### config.mk
export PLATFORM = sky130hd
export DESIGN_NAME = pld_lock_window
export DESIGN_NICKNAME = d
export VERILOG_FILES = /design/src/rtl/pld_pkg.sv /design/src/rtl/pld_rise.sv /design/src/rtl/pld_gap_meter.sv /design/src/rtl/pld_lock_qual.sv /design/src/rtl/pld_lock_window.sv
export SDC_FILE = /design/constraint.sdc
export NUM_CORES = 1
export LEC_CHECK = 0
export BUFFER_PORTS_ARGS = -buffer_cell sky130_fd_sc_hd__buf_4
export CORE_ASPECT_RATIO = 0.5
export CORE_UTILIZATION = 51
export DETAILED_ROUTE_END_ITERATION = 8
export MAX_ROUTING_LAYER = met4
export PLACE_DENSITY = 0.74
export RECOVER_POWER = 50
export SLEW_MARGIN = 20
export SYNTH_ARGS = -nofsm -noshare
export SYNTH_HDL_FRONTEND = slang
export SYNTH_SLANG_ARGS = --single-unit
### constraint.sdc
create_clock -name clk -period 2.1 [get_ports clk]
set_clock_uncertainty 0.15 [all_clocks]
set_input_delay 0.105 -clock clk [delete_from_list [all_inputs] [get_ports clk]]
set_output_delay 0.105 -clock clk [all_outputs]
set_load 0.05 [all_outputs]
### src/rtl/pld_pkg.sv
package pld_pkg;

  // Window width in cycles for a select code: doubles per step.
  function automatic int win_limit(input logic [1:0] sel, input int base);
    return base << sel;
  endfunction

  // In-window test: error no larger than the selected width.
  function automatic logic in_window(input int err, input logic [1:0] sel, input int base);
    return err <= win_limit(sel, base);
  endfunction

endpackage

### src/rtl/pld_rise.sv
module pld_rise (
  input  logic clk,
  input  logic rst,
  input  logic d,
  output logic rise
);
  logic q;

  always_ff @(posedge clk) begin
    if (rst) q <= 1'b0;
    else     q <= d;
  end

  assign rise = d & ~q;
endmodule

### src/rtl/pld_gap_meter.sv
module pld_gap_meter #(
  parameter int CNT_W = 10
) (
  input  logic             clk,
  input  logic             rst,
  input  logic             ref_rise,
  input  logic             mot_rise,
  output logic             cmp_valid,
  output logic [CNT_W-1:0] cmp_err
);
  localparam logic [CNT_W-1:0] SAT = {CNT_W{1'b1}};

  logic             armed;
  logic [CNT_W-1:0] gap;
  logic             timeout;

  assign timeout = armed && (gap == SAT);

  always_ff @(posedge clk) begin
    if (rst) begin
      armed <= 1'b0;
      gap   <= '0;
    end else if (ref_rise) begin
      armed <= !mot_rise;
      gap   <= CNT_W'(1);
    end else if (armed) begin
      if (mot_rise || timeout) armed <= 1'b0;
      else                     gap   <= gap + CNT_W'(1);
    end
  end

  always_comb begin
    cmp_valid = 1'b0;
    cmp_err   = SAT;
    if (ref_rise) begin
      if (mot_rise) begin
        cmp_valid = 1'b1;
        cmp_err   = '0;
      end else if (armed) begin
        cmp_valid = 1'b1;
        cmp_err   = SAT;
      end
    end else if (armed) begin
      if (mot_rise) begin
        cmp_valid = 1'b1;
        cmp_err   = gap;
      end else if (timeout) begin
        cmp_valid = 1'b1;
        cmp_err   = SAT;
      end
    end
  end
endmodule

### src/rtl/pld_lock_qual.sv
module pld_lock_qual #(
  parameter int CNT_W    = 10,
  parameter int LOCK_RUN = 4
) (
  input  logic             clk,
  input  logic             rst,
  input  logic             cmp_valid,
  input  logic             cmp_in,
  input  logic [CNT_W-1:0] cmp_err,
  output logic             lock,
  output logic [CNT_W-1:0] err_cycles
);
  localparam int SW = $clog2(LOCK_RUN + 1);
  localparam logic [SW-1:0] RUN_MAX  = SW'(LOCK_RUN);
  localparam logic [SW-1:0] RUN_LAST = SW'(LOCK_RUN - 1);

  logic [SW-1:0] streak;

  always_ff @(posedge clk) begin
    if (rst) begin
      streak     <= '0;
      lock       <= 1'b0;
      err_cycles <= '0;
    end else if (cmp_valid) begin
      err_cycles <= cmp_err;
      if (cmp_in) begin
        if (streak != RUN_MAX) streak <= streak + SW'(1);
        lock <= (streak >= RUN_LAST);
      end else begin
        streak <= '0;
        lock   <= 1'b0;
      end
    end
  end
endmodule

### src/rtl/pld_lock_window.sv
module pld_lock_window #(
  parameter int CNT_W    = 10,
  parameter int BASE_CYC = 64,
  parameter int LOCK_RUN = 4
) (
  input  logic             clk,
  input  logic             rst,
  input  logic             ref_pulse,
  input  logic             mot_pulse,
  input  logic [1:0]       thr_sel,
  output logic             lock,
  output logic [CNT_W-1:0] err_cycles
);
  localparam int NCH = 2;

  logic [NCH-1:0]   raw;
  logic [NCH-1:0]   rise;
  logic             ref_rise;
  logic             mot_rise;
  logic             cmp_valid;
  logic             cmp_in;
  logic [CNT_W-1:0] cmp_err;

  assign raw = {mot_pulse, ref_pulse};

  for (genvar g = 0; g < NCH; g++) begin : g_edge
    pld_rise u_rise (
      .clk  (clk),
      .rst  (rst),
      .d    (raw[g]),
      .rise (rise[g])
    );
  end

  assign ref_rise = rise[0];
  assign mot_rise = rise[1];

  pld_gap_meter #(.CNT_W(CNT_W)) u_meter (
    .clk       (clk),
    .rst       (rst),
    .ref_rise  (ref_rise),
    .mot_rise  (mot_rise),
    .cmp_valid (cmp_valid),
    .cmp_err   (cmp_err)
  );

  assign cmp_in = pld_pkg::in_window(int'(cmp_err), thr_sel, BASE_CYC);

  pld_lock_qual #(.CNT_W(CNT_W), .LOCK_RUN(LOCK_RUN)) u_qual (
    .clk        (clk),
    .rst        (rst),
    .cmp_valid  (cmp_valid),
    .cmp_in     (cmp_in),
    .cmp_err    (cmp_err),
    .lock       (lock),
    .err_cycles (err_cycles)
  );
endmodule

==> flow_summary_export.csv <==
group,metric,value,unit
status,status,"finished clean",
layout,seq_area,544,µm²
yosys,ys_seq_elements,27,
place,place_area,1650,µm²
timing,fin_crit_sh,100,%
yosys,syn-num-nets,175,
worst_setup_path,regToRegEndpoint,"u_qual.streak[0]",
cts,clk_pin_slew,100,ps
global_route,overflow,0,
yosys,ys_seq_area_share,38.9,%
place,dp_slack,-87.0,ps
layout,layout-drive-gt1-share,29.2,%
yosys,ys_async_sr_fraction,0,%
timing,finalWorstSetupSlack,0.340,ps
worst_setup_path,crit_type,"register to register",
pwr,power_density,613,nW/µm²
yosys,yosysWarnings,0,
worst_setup_path,cp-start-kind,"register",
yosys,yosys-top-cells-area,"dfxtp_1, ha_1, nor3_2, a21oi_1, nor2_1",
timing,setup_viol,0,
timing,grt_setup_unrepaired,"true",
timing,finalMaxSlewViolations,0,
yosys,syn_avg_cell_area,8.63,µm²
floorplanning,initial_utilization,58.2,%
worst_hold_path,hold_path_depth,2,
cts,cts_tree,"yes",
global_route,grt_pass1_wl,4980,µm
worst_setup_path,cp-startpoint,"g_edge[1].u_rise.q",
floorplanning,ios,17,
worst_setup_path,slowest_delay,350,ps
yosys,synth-edff-count,0,
cts,clock-sinks,27,
global_route,grt_usage,24.4,%
floorplanning,core_area,2390,µm²
drt,first_pass_iters,4,
timing,slew_headroom,59.4,%
layout,areaGrowthSynthToFinish,28.8,%
drt,vias,1219,
worst_setup_path,cpMaxStageDelayCell,"dfxtp_2",
place,port_buffers,16,
yosys,synth_ff_type,"dfxtp_1",
yosys,synth_common_cells,"dfxtp_1, nor2_1, a21oi_1, nand2b_1, nor3_2",
timing,min_period,2100,ps
layout,insertedDiodeCount,0,
worst_setup_path,r2r_start,"g_edge[1].u_rise.q",
pwr,leakage,0.645,nW
floorplanning,std_cell_rows,12,
drt,drtAntennaViolNets,0,
yosys,ys_types,35,
layout,multi_input_area,888,µm²
timing,max_freq,476,MHz
drt,viasPerCell,5.30,
yosys,synth_top_area_share,38.9,%
worst_setup_path,critPathArrivalTime,2140,ps
cts,clk_latency,280,ps
floorplanning,die_width,75.8,µm
drt,wl,3120,µm
worst_setup_path,required,2140,ps
place,gp_congestion,0.811,
timing,finalHoldViolations,0,
global_route,grt_max_degree,20,
layout,nets,210,
global_route,antenna_found_initial,0,
cts,cts_buffer_depth,2,
layout,fillers,187,
worst_setup_path,worstPathCellList,"nor2b_4 > o21ai_4 > a21oi_2 > inv_1 > ha_4 > and3_1 > o21ai_1 > a32o_2 > nand4_1 > a31oi_1",
pwr,ir_worst_vdd,0.367,mV
cts,numCtsBuffers,3,
worst_setup_path,reg2reg_depth,10,
timing,tightestPinTransition,611,ps
floorplanning,die_h,38.9,µm
drt,drcViolationCount,0,
layout,fin_area,1790,µm²
cts,cts_max_level,1,
yosys,syn_area,1390,µm²
floorplanning,die_area,2950,µm²
pwr,design_power_total,0.00110,W
global_route,first_global_vias,1096,
drt,wl_per_cell,13.6,µm
cts,cts_root_buf,"clkbuf_8",
worst_hold_path,min_path_type,"primary input to register",
yosys,synthCells,161,
drt,drtIter0Drc,53,
timing,setup_tns,0,ps
job,cap_violations,0,
worst_setup_path,endpoint,"u_qual.streak[0]",
worst_setup_path,reg2reg_slack,0.3,ps
place,place.detailed.hpwl,2170,µm
worst_setup_path,end_kind,"register",
worst_setup_path,crit_fanout,7,
yosys,synth_area_leader_cell,"dfxtp_1",
yosys,synthMostInstantiatedCell,"dfxtp_1",
## placed cells by master (no fill, tap or decap), drive strengths merged, types with 2 or more instances in the layout
cell / synthesis / layout
nand3: 7 / 7
nor2b: 4 / 4
dfxtp: 27 / 27
nand4: 5 / 5
xnor2: 6 / 6
nor3: 14 / 14
buf: 3 / 22
dlygate4sd3: 0 / 2
nand2b: 10 / 10
nand2: 5 / 5
nor2: 19 / 19
ha: 8 / 8
or3: 3 / 3
a21oi: 15 / 15
inv: 8 / 8
clkbuf: 4 / 16
o21ai: 6 / 6
a31oi: 5 / 5
## report_power, final
group	internal, W	switching (W)	leakage [nW]	total (W)
Sequential	0.000532	0.0000122	0.221	0.000544
Combinational	0.0000965	0.000152	0.402	0.000249
Clock	0.000135	0.000169	0.0217	0.000304
Total	0.000764	0.000334	0.645	0.00110
## state kept, by name (all words and copies together), names as in the netlist
name and count:
u_qual.streak 3, g_edge.u_rise.q 2, u_meter.gap 10, u_meter.armed 1, u_qual.err_cycles 10, u_qual.lock 1
## logic make-up (layout without fill, tap and decap cells)
group,Yosys count,in the layout,share of synthesized area [%]
simple gates,73,73,30.7
flops,27,27,38.9
buf+inv,15,49,4.68
compound gates,30,30,13.4
fa+ha+maj,8,8,7.20
xor+xnor,7,7,4.41
mux,1,1,0.720
## stage by stage
stage | cells | utilization, % | hold WS [ps]
3_3_place_gp | 219 | 69.2 | 188
2_1_floorplan | 161 | - | 83.2
4_1_cts | 229 | 74.8 | 22.7
5_1_grt | 230 | 75.0 | 19.6
3_5_place_dp | 219 | 69.2 | 193
6_report | 230 | 75.0 | 25.3
## area by class of cell
| type | instances | share of cell area, % |
|---|---|---|
| multi-input combinational | 119 | 49.6 |
| sequential | 27 | 30.4 |
| timing repair buffer | 37 | 13.1 |
| clock inverter | 1 | 0.419 |
| tap | 35 | 2.45 |
| inverter | 8 | 1.68 |
| clock buffer | 3 | 2.31 |
## critical path, delay by kind of cell, from the launching register on
kind	cells	cell delay (ps)
AO/OA/AOI/OAI	5	800
adder cells (fa/ha/maj)	1	220
AND/OR/NAND/NOR	3	410
flip-flops	1	350
buffers and inverters	1	90
## repair_timing
| item | in CTS | in global routing |
|---|---|---|
| endpoints found under the setup margin | 4 | 7 |
| resized for setup | 8 | 6 |
| endpoints found under the hold margin | 2 | 0 |
| hold buffers | 2 | 0 |
| buffers inserted | 4 | 1 |
| pin swaps | 3 | 8 |
## worst min path at each step
stage                          to       from
4_1_cts        g_edge[0].u_rise.q        rst
3_3_place_gp   g_edge[1].u_rise.q  mot_pulse
2_1_floorplan  g_edge[0].u_rise.q  ref_pulse
5_1_grt        g_edge[0].u_rise.q        rst
3_5_place_dp   g_edge[1].u_rise.q  mot_pulse
6_report       g_edge[1].u_rise.q        rst
## metal layers
layer	GRT usage [%]	wire, µm	vias up
li1	-	-	630
met5	-	0	-
met3	6.25	91	6
met2	38.9	1360	16
met4	5.56	25	0
met1	31.3	1640	567
No activity file was read; power rests on OpenSTA's default activity.
